$ cat src/rtl/brom_pkg.sv
package brom_pkg;

    localparam int CNT_W    = 4;
    localparam int BW_LSB   = 16;
    localparam int AW_LSB   = 7;
    localparam int WM_BIT   = 6;

    typedef struct packed {
        logic [1:0]       bw;
        logic [CNT_W-1:0] aw;
        logic             wm;
    } brom_cfg_t;

    localparam brom_cfg_t CFG_RST = '{bw: 2'b00, aw: 4'b1010, wm: 1'b0};

    typedef enum logic [1:0] {
        ST_IDLE = 2'd0,
        ST_ACC  = 2'd1,
        ST_FIN  = 2'd2
    } brom_st_e;

endpackage

$ cat src/rtl/brom_cfg_reg.sv
module brom_cfg_reg
    import brom_pkg::*;
(
    input  logic        clk,
    input  logic        rst_n,
    input  logic        we,
    input  logic [31:0] wdata,
    output logic [31:0] rdata,
    output brom_cfg_t   cfg
);

    brom_cfg_t cfg_d, cfg_q;

    always_comb begin
        cfg_d = cfg_q;
        if (we) begin
            cfg_d.bw = wdata[BW_LSB +: 2];
            cfg_d.aw = wdata[AW_LSB +: CNT_W];
            cfg_d.wm = wdata[WM_BIT];
        end
    end

    always_ff @(posedge clk or negedge rst_n) begin
        if (!rst_n) cfg_q <= CFG_RST;
        else        cfg_q <= cfg_d;
    end

    always_comb begin
        rdata                   = '0;
        rdata[BW_LSB +: 2]      = cfg_q.bw;
        rdata[AW_LSB +: CNT_W]  = cfg_q.aw;
        rdata[WM_BIT]           = cfg_q.wm;
    end

    assign cfg = cfg_q;

    // a write is visible on the next cycle
    a_r1_write_lands: assert property (@(posedge clk) disable iff (!rst_n)
        we |=> (cfg_q.aw == $past(wdata[AW_LSB +: CNT_W])) && (cfg_q.wm == $past(wdata[WM_BIT])));

endmodule

$ cat src/rtl/brom_wait_ctr.sv
module brom_wait_ctr #(
    parameter int CW = 4
) (
    input  logic          clk,
    input  logic          rst_n,
    input  logic          load,
    input  logic [CW-1:0] load_val,
    output logic          zero
);

    logic [CW-1:0] cnt_d, cnt_q;

    always_comb begin
        cnt_d = cnt_q;
        if (load)              cnt_d = load_val;
        else if (cnt_q != '0)  cnt_d = cnt_q - 1'b1;
    end

    always_ff @(posedge clk or negedge rst_n) begin
        if (!rst_n) cnt_q <= '0;
        else        cnt_q <= cnt_d;
    end

    assign zero = (cnt_q == '0);

    // one wait cycle is consumed per edge
    a_r4_count_down: assert property (@(posedge clk) disable iff (!rst_n)
        (!load && cnt_q != '0) |=> (cnt_q == $past(cnt_q) - 1'b1));

    // an expired count stays expired until reloaded
    a_r5_no_underflow: assert property (@(posedge clk) disable iff (!rst_n)
        (!load && cnt_q == '0) |=> (cnt_q == '0));

endmodule

$ cat src/rtl/brom_seq.sv
module brom_seq
    import brom_pkg::*;
#(
    parameter int AW    = 32,
    parameter int DW    = 32,
    parameter int BEATS = 4
) (
    input  logic          clk,
    input  logic          rst_n,
    input  logic          cfg_we,
    input  logic [31:0]   cfg_wdata,
    output logic [31:0]   cfg_rdata,
    input  logic          req,
    input  logic [AW-1:0] req_addr,
    output logic          rom_cs_n,
    output logic          rom_rd_n,
    output logic [AW-1:0] rom_addr,
    input  logic [DW-1:0] rom_data,
    input  logic          rom_wait_n,
    output logic          beat_valid,
    output logic [DW-1:0] beat_data,
    output logic          done
);

    localparam int BEAT_W = (BEATS > 1) ? $clog2(BEATS) : 1;
    localparam int STEP   = DW / 8;
    localparam logic [BEAT_W-1:0] LAST = BEAT_W'(BEATS - 1);

    typedef struct packed {
        brom_st_e          st;
        logic [BEAT_W-1:0] beat;
        logic [AW-1:0]     base;
        brom_cfg_t         snap;
        logic              vld;
        logic [DW-1:0]     data;
        logic              done;
    } seq_t;

    seq_t             seq_d, seq_q;
    brom_cfg_t        cfg_cur;
    logic             ctr_load;
    logic [CNT_W-1:0] ctr_val;
    logic             ctr_zero;
    logic             capture;

    brom_cfg_reg i_cfg (
        .clk   (clk),
        .rst_n (rst_n),
        .we    (cfg_we),
        .wdata (cfg_wdata),
        .rdata (cfg_rdata),
        .cfg   (cfg_cur)
    );

    brom_wait_ctr #(.CW(CNT_W)) i_ctr (
        .clk      (clk),
        .rst_n    (rst_n),
        .load     (ctr_load),
        .load_val (ctr_val),
        .zero     (ctr_zero)
    );

    always_comb begin
        seq_d      = seq_q;
        seq_d.vld  = 1'b0;
        seq_d.done = 1'b0;
        ctr_load   = 1'b0;
        ctr_val    = '0;
        capture    = (seq_q.st == ST_ACC) && ctr_zero && (rom_wait_n || seq_q.snap.wm);
        case (seq_q.st)
            ST_IDLE: begin
                if (req) begin
                    seq_d.st   = ST_ACC;
                    seq_d.base = req_addr;
                    seq_d.beat = '0;
                    seq_d.snap = cfg_cur;
                    ctr_load   = 1'b1;
                    ctr_val    = cfg_cur.aw;
                end
            end
            ST_ACC: begin
                if (capture) begin
                    seq_d.vld  = 1'b1;
                    seq_d.data = rom_data;
                    ctr_load   = 1'b1;
                    ctr_val    = CNT_W'(seq_q.snap.bw);
                    if (seq_q.beat == LAST) seq_d.st   = ST_FIN;
                    else                    seq_d.beat = seq_q.beat + 1'b1;
                end
            end
            ST_FIN: begin
                seq_d.st   = ST_IDLE;
                seq_d.done = 1'b1;
            end
            default: seq_d.st = ST_IDLE;
        endcase
    end

    always_ff @(posedge clk or negedge rst_n) begin
        if (!rst_n) begin
            seq_q      <= '0;
            seq_q.st   <= ST_IDLE;
            seq_q.snap <= CFG_RST;
        end else begin
            seq_q <= seq_d;
        end
    end

    assign rom_cs_n   = (seq_q.st != ST_ACC);
    assign rom_rd_n   = (seq_q.st != ST_ACC);
    assign rom_addr   = seq_q.base + AW'(seq_q.beat) * AW'(STEP);
    assign beat_valid = seq_q.vld;
    assign beat_data  = seq_q.data;
    assign done       = seq_q.done;

    // done comes one cycle after a beat and with the ROM deselected
    a_r9_done_after_beat: assert property (@(posedge clk) disable iff (!rst_n)
        done |-> ($past(beat_valid) && rom_cs_n));

    // every beat was sampled while the ROM was selected
    a_r8_cs_before_beat: assert property (@(posedge clk) disable iff (!rst_n)
        beat_valid |-> !$past(rom_cs_n));

    // the copied control word cannot change mid-burst
    a_r10_snap_frozen: assert property (@(posedge clk) disable iff (!rst_n)
        ((seq_q.st != ST_IDLE) && $past(seq_q.st != ST_IDLE)) |-> $stable(seq_q.snap));

    // an unmasked low wait input holds the beat back
    a_r6_wait_stalls: assert property (@(posedge clk) disable iff (!rst_n)
        ((seq_q.st == ST_ACC) && ctr_zero && !seq_q.snap.wm && !rom_wait_n)
            |=> (!beat_valid && seq_q.st == ST_ACC));

    // with the mask set, a due beat is always captured
    a_r7_mask_ignores: assert property (@(posedge clk) disable iff (!rst_n)
        ((seq_q.st == ST_ACC) && ctr_zero && seq_q.snap.wm) |=> beat_valid);

endmodule

$ cat config.mk
export PLATFORM = sky130hd
export DESIGN_NAME = brom_seq
export DESIGN_NICKNAME = d
export VERILOG_FILES = /design/src/rtl/brom_pkg.sv /design/src/rtl/brom_cfg_reg.sv /design/src/rtl/brom_wait_ctr.sv /design/src/rtl/brom_seq.sv
export SDC_FILE = /design/constraint.sdc
export NUM_CORES = 1
export LEC_CHECK = 0
export BUFFER_PORTS_ARGS = -buffer_cell sky130_fd_sc_hd__buf_2
export CAP_MARGIN = 20
export CELL_PAD_IN_SITES_DETAIL_PLACEMENT = 0
export CELL_PAD_IN_SITES_GLOBAL_PLACEMENT = 1
export CORE_MARGIN = 4
export CORE_UTILIZATION = 36
export DETAILED_ROUTE_END_ITERATION = 6
export GPL_ROUTABILITY_DRIVEN = 0
export HOLD_SLACK_MARGIN = 0.02
export PLACE_DENSITY = 0.78
export SLEW_MARGIN = 20
export SYNTH_ARGS = -nofsm -noshare
export SYNTH_HDL_FRONTEND = slang
export SYNTH_SLANG_ARGS = --single-unit
export TNS_END_PERCENT = 5
$ cat constraint.sdc
create_clock -name clk -period 2.6 [get_ports clk]
set_input_delay 0.52 -clock clk [delete_from_list [all_inputs] [get_ports clk]]
set_output_delay 0.52 -clock clk [all_outputs]
set_load 0.02 [all_outputs]
Word-level counts from Yosys, hierarchy flattened
Index checks and enable logic that the tools add are counted.
{"block": "word_totals", "register_bits": 88, "in_bits": 101, "output_inout_bits": 100, "word_cells": 53}
{"block": "classes", "n_addsub": 3, "n_eq_ne": 8, "mux": 17, "n_reduce_logical": 12}
{"cell": "$mux W33", "n": 2}
{"cell": "$mux W43", "n": 1}
{"cell": "$add A32 B4 Y32", "n": 1}
{"cell": "$mux W4", "n": 4}
{"cell": "$pmux W2 S2", "n": 2}
{"cell": "$pmux W4 S2", "n": 1}
{"cell": "$mux W2", "n": 3}
{"cell": "$ne A2 B2 Y1 const B", "n": 3}
{"cell": "$eq A2 B2 Y1 const B", "n": 2}
{"cell": "$logic_not A4 Y1", "n": 1}
{"cell": "$ne A2 B1 Y1 const B", "n": 2}
{"cell": "$reduce_and A2 Y1", "n": 2}
{"cell": "$reduce_and A4 Y1", "n": 1}
{"cell": "$reduce_bool A2 Y1", "n": 2}
{"cell": "$reduce_bool A4 Y1", "n": 1}
{"cell": "$sub A4 B1 Y4 const B", "n": 1}
{"cell": "$mux W1", "n": 3}
{"cell": "$reduce_and A3 Y1", "n": 1}
{"cell": "$add A2 B1 Y2 const B", "n": 1}
{"cell": "$eq A2 B1 Y1 const B", "n": 1}
{"cell": "$logic_and A1 B1 Y1", "n": 2}
{"cell": "$logic_not A2 Y1", "n": 1}
{"cell": "$pmux W1 S2", "n": 1}
{"cell": "$logic_or A1 B1 Y1", "n": 1}

Longest topological paths before layout
{"block": "depth", "depth_word": 6, "ltp_mapped": 7, "ltp_nobuf": 7}

Cells and area by module
A second synthesis with hierarchy kept.
{"block": "hier_totals", "cells_unflattened": 355, "area_unflattened_um2": 4396.7}
{"module": "brom_seq", "instances": 1, "cells_per_inst": 285, "area_each_um2": 3624.7, "seq_area_each_um2": 1826.8}
{"module": "brom_cfg_reg", "instances": 1, "cells_per_inst": 48, "area_each_um2": 538.0, "seq_area_each_um2": 177.7}
{"module": "brom_wait_ctr", "instances": 1, "cells_per_inst": 22, "area_each_um2": 234.0, "seq_area_each_um2": 100.1}

Worst setup path before layout
OpenSTA, ideal clock, no wires.
{"block": "synth_path", "kind": "register -> output", "start": "register seq_q[73] (netlist bit)", "end": "output port rom_addr[20]", "arrival_ns": 2.070, "t_required_ns": 2.080, "slack_ns": 0.010, "path_stages_with_launch": 8, "n_path_buf": 0, "cell_sequence": "dfrtp_1 ha_1 inv_1 fa_1 nand2b_1 nor4_4 nand4_1 xnor2_1"}
{"block": "synth_between", "elab_chain_cells": 1}
{"element": "start: declaration", "line": "brom_seq.sv:39", "text": "seq_t seq_d, seq_q;"}
{"element": "start signal: assignment", "line": "brom_seq.sv:105", "text": "seq_q <= seq_d;"}
{"element": "$add A32 B4 Y32", "line": "brom_seq.sv:111", "text": "assign rom_addr = seq_q.base + AW'(seq_q.beat) * AW'(STEP);"}
{"element": "end: declaration", "line": "brom_seq.sv:17", "text": "output logic [AW-1:0] rom_addr,"}
Every way passes these cells.

Worst setup path in the final report
{"block": "layout_path", "start": "register seq_q[73] (netlist bit)", "end": "output port rom_addr[26]"}
The elaborated chain is that of the path after synthesis.

==> results by group <==
STA
  • Actual slew at the worst max-slew pin: 0.583 ns
  • Relative slew slack: 61.1%
  • RSZ-0062 raised after global routing: true
  • Hold WS: 0.144 ns
  • Hold Fails Final Rpt: 0
  • Period utilization: 108%
  • Clock Skews: 0.00615 ns
  • Max Slew Vio Count: 0
  • Final setup vio count: 18
  • Max Fclk: 356 MHz
  • Min cycle time layout: 2.81 ns
  • Final worst slack: -0.208 ns

Pwr
  • PwrDens: 1210 nW/um2
  • Leakage dissipation: 2.56 nW
  • Pwr Total: 6.46 mW
  • Max VDD drop: 0.442 mV

Floorplan
  • Area of the die: 13,900 um2
  • Row count: 39
  • Die Wd: 118 um
  • Placeable Area: 11,600 um2
  • Initial Utilization: 37.3%
  • Io pins: 201
  • Die height: 118 um

Worst setup path
  • Crit path DAT: 2.29 ns
  • Reg2reg setup slack: 0.45 ns
  • Setup CP Type: register to output port
  • Worst setup SP type: register
  • CP max FO: 3
  • Critical R2R Launch: i_ctr.cnt_q[0]
  • R2R depth: 6
  • Data required, critical path: 2.08 ns
  • Worst r2r dst: beat_data[27]
  • Endpoint class of the critical path: output port

Logic synthesis
  • Netlist cell types: 44
  • Post-Synthesis Cells: 356
  • Top post-synthesis cells by area: dfrtp_1 47%, mux2_2 18%, buf_4 10%
  • Yosys warnings: 0
  • Synth top cells by count: 82 x dfrtp_1, 71 x mux2_2, 60 x buf_4, 24 x xnor2_1
  • Yosys reg bits: 84
  • Syn_area_per_cell: 12.2 um2
  • Top cell type's share of synthesized area: 47.3%
  • Sequential area share after synthesis: 48.6%
  • Most frequent cell after synthesis: dfrtp_1
  • Number of synthesized flops with an enable pin: 0
  • Asr flop ratio synth: 100%
  • Synth area leader: dfrtp_1
  • Cell Area, Synth: 4330 um2
  • Top FF cell, synth: dfrtp_1

Detailed routing
  • Routed WL: 9.19 mm
  • DRC errors left: 0
  • Antenna Nets Post-Route: 0
  • Via count: 2,965
  • First DRT Iteration DRCs: 49
  • Routed WL per cell: 14.5 um
  • Vias/cell: 4.68
  • Detailed Routing Iterations Pass 1: 4

Clock network
  • Clock sinks: 84
  • CTS clk-pin slew, worst paths: 0.06 ns
  • H-tree Lvls: 3
  • Hold Buf Count CTS: 0
  • Num CTS Buffers: 9
  • CTS Root Cell: clkbuf_16
  • Clk buf depth: 2
  • Clock Latency Late Sink: 0.34 ns
  • TritonCTS clock tree: yes

Global route
  • Initial antenna violation count: 1
  • Number of global-route vias before repair: 3,089
  • Total grt overflow: 0
  • First-pass GRT wire length: 15.6 mm
  • Pin count of the biggest net entering global routing: 49
  • GRT Util Overall: 14.0%

Run status
  • Failing checks: setup timing
  • Status: finished, violations left

Final layout
  • Area Overhead vs Synth: 22.9%
  • Share of cells above drive strength 1: 53.9%
  • Final-stage net count: 592

Run
  • Max-cap violation count: 0

Place
  • IO buf count: 150
  • Final HPWL from detailed placement: 6.85 mm

Hold path
  • Worst hold path type: input pin to asynchronous set/reset pin
[state kept, by name, indices dropped and copies added, names as in the netlist]
register,count
seq_q,39
beat_data,32
i_cfg.cfg,7
i_ctr.cnt_q,4
beat_valid,1
done,1
[metal layers]
| layer | global-route usage (%) | routed length [um] | part of all wire [%] |
|---|---|---|---|
| met1 | 16.9 | 3790 | 41 |
| met2 | 23.3 | 4650 | 51 |
| met3 | 3.08 | 517 | 5.6 |
| met4 | 7.40 | 229 | 2.5 |
| met5 | 0 | 0 | 0 |
[worst max-delay path by stage]
stage / from / to / depth (start not counted)
floorplan: seq_q[73] / rom_addr[20] / 7
global placement: seq_q[73] / rom_addr[20] / 9
detailed placement: seq_q[43] / rom_addr[20] / 9
CTS: seq_q[43] / rom_addr[22] / 10
global route: seq_q[73] / rom_addr[22] / 10
finish: seq_q[73] / rom_addr[26] / 10
[power breakdown]
group	internal, mW	switching, mW
combinational	1.37	1.58
sequential	1.90	0.444
clock	0.672	0.490
total	3.95	2.51
[worst max-delay path, stage by stage, from the launching register on]
cell and delay, ns:
dfrtp_1 0.35, ha_2 0.19, inv_2 0.04, fa_2 0.35
nand2b_4 0.16, nor4_4 0.14, buf_6 0.14, buf_4 0.12
nand3_1 0.09, xnor2_1 0.19, buf_4 0.17
[cells by family (layout without fill, tap and decap cells)]
group,after synthesis,count (layout),synth area share (%)
buffers and inverters,79,189,12.6
XOR/XNOR,30,30,6.06
multiplexers,74,74,19.2
flip-flops,84,84,48.6
AO/OA/AOI/OAI,16,16,2.25
other,1,26,0.0865
adder cells (fa/ha/maj),6,6,1.91
AND/OR/NAND/NOR,66,66,9.30
[per-stage QoR]
step | cell area (um2) | utilization (%) | TNS [ns] | setup slack (ns) | cells
finish | 5330 | 45.9 | -1.95 | -0.208 | 634
global route | 5330 | 45.9 | -4.68 | -0.368 | 634
CTS | 5300 | 45.6 | -3.04 | -0.293 | 631
detailed placement | 4940 | 42.5 | 0 | 0.0346 | 612
global placement | 4940 | 42.5 | 0 | 0.0514 | 612
floorplan | 4420 | - | 0 | 0.0105 | 380
[layout by cell type (no fill, tap or decap), types with 2 or more instances in the layout]
master / instances
dfstp_2: 2
nand3_1: 11
inv_1: 8
nor3_1: 3
and2_1: 3
buf_2: 129
clkinv_2: 2
nor4_4: 2
dfrtp_1: 80
buf_6: 3
dfrtp_2: 2
xnor2_1: 24
nor2_1: 8
clkbuf_16: 9
conb_1: 25
buf_12: 2
o21ai_0: 6
mux2_1: 2
a21oi_1: 3
nand4_1: 11
clkbuf_1: 4
xor2_1: 6
nor2_2: 2
ha_1: 4
and3_1: 3
nand2_1: 10
mux2_2: 71
buf_4: 30
[area by class of cell]
class	count	area, um2
clock buffer	14	254
multi-input combinational	217	1790
clock inverter	2	10.0
fill	1083	6290
timing repair buffer	164	945
tap	143	179
inverter	9	33.8
antenna	1	2.50
sequential	84	2110
[what timing repair did]
| action | 4_1_cts | 5_1_grt |
|---|---|---|
| pin swaps | 3 | 5 |
| setup endpoints to repair | 21 | 23 |
| setup buffers | 3 | 2 |
| resized for setup | 26 | 6 |
| hold endpoints to repair | 0 | 0 |
Note: power is estimated with default switching activity, not from simulation.
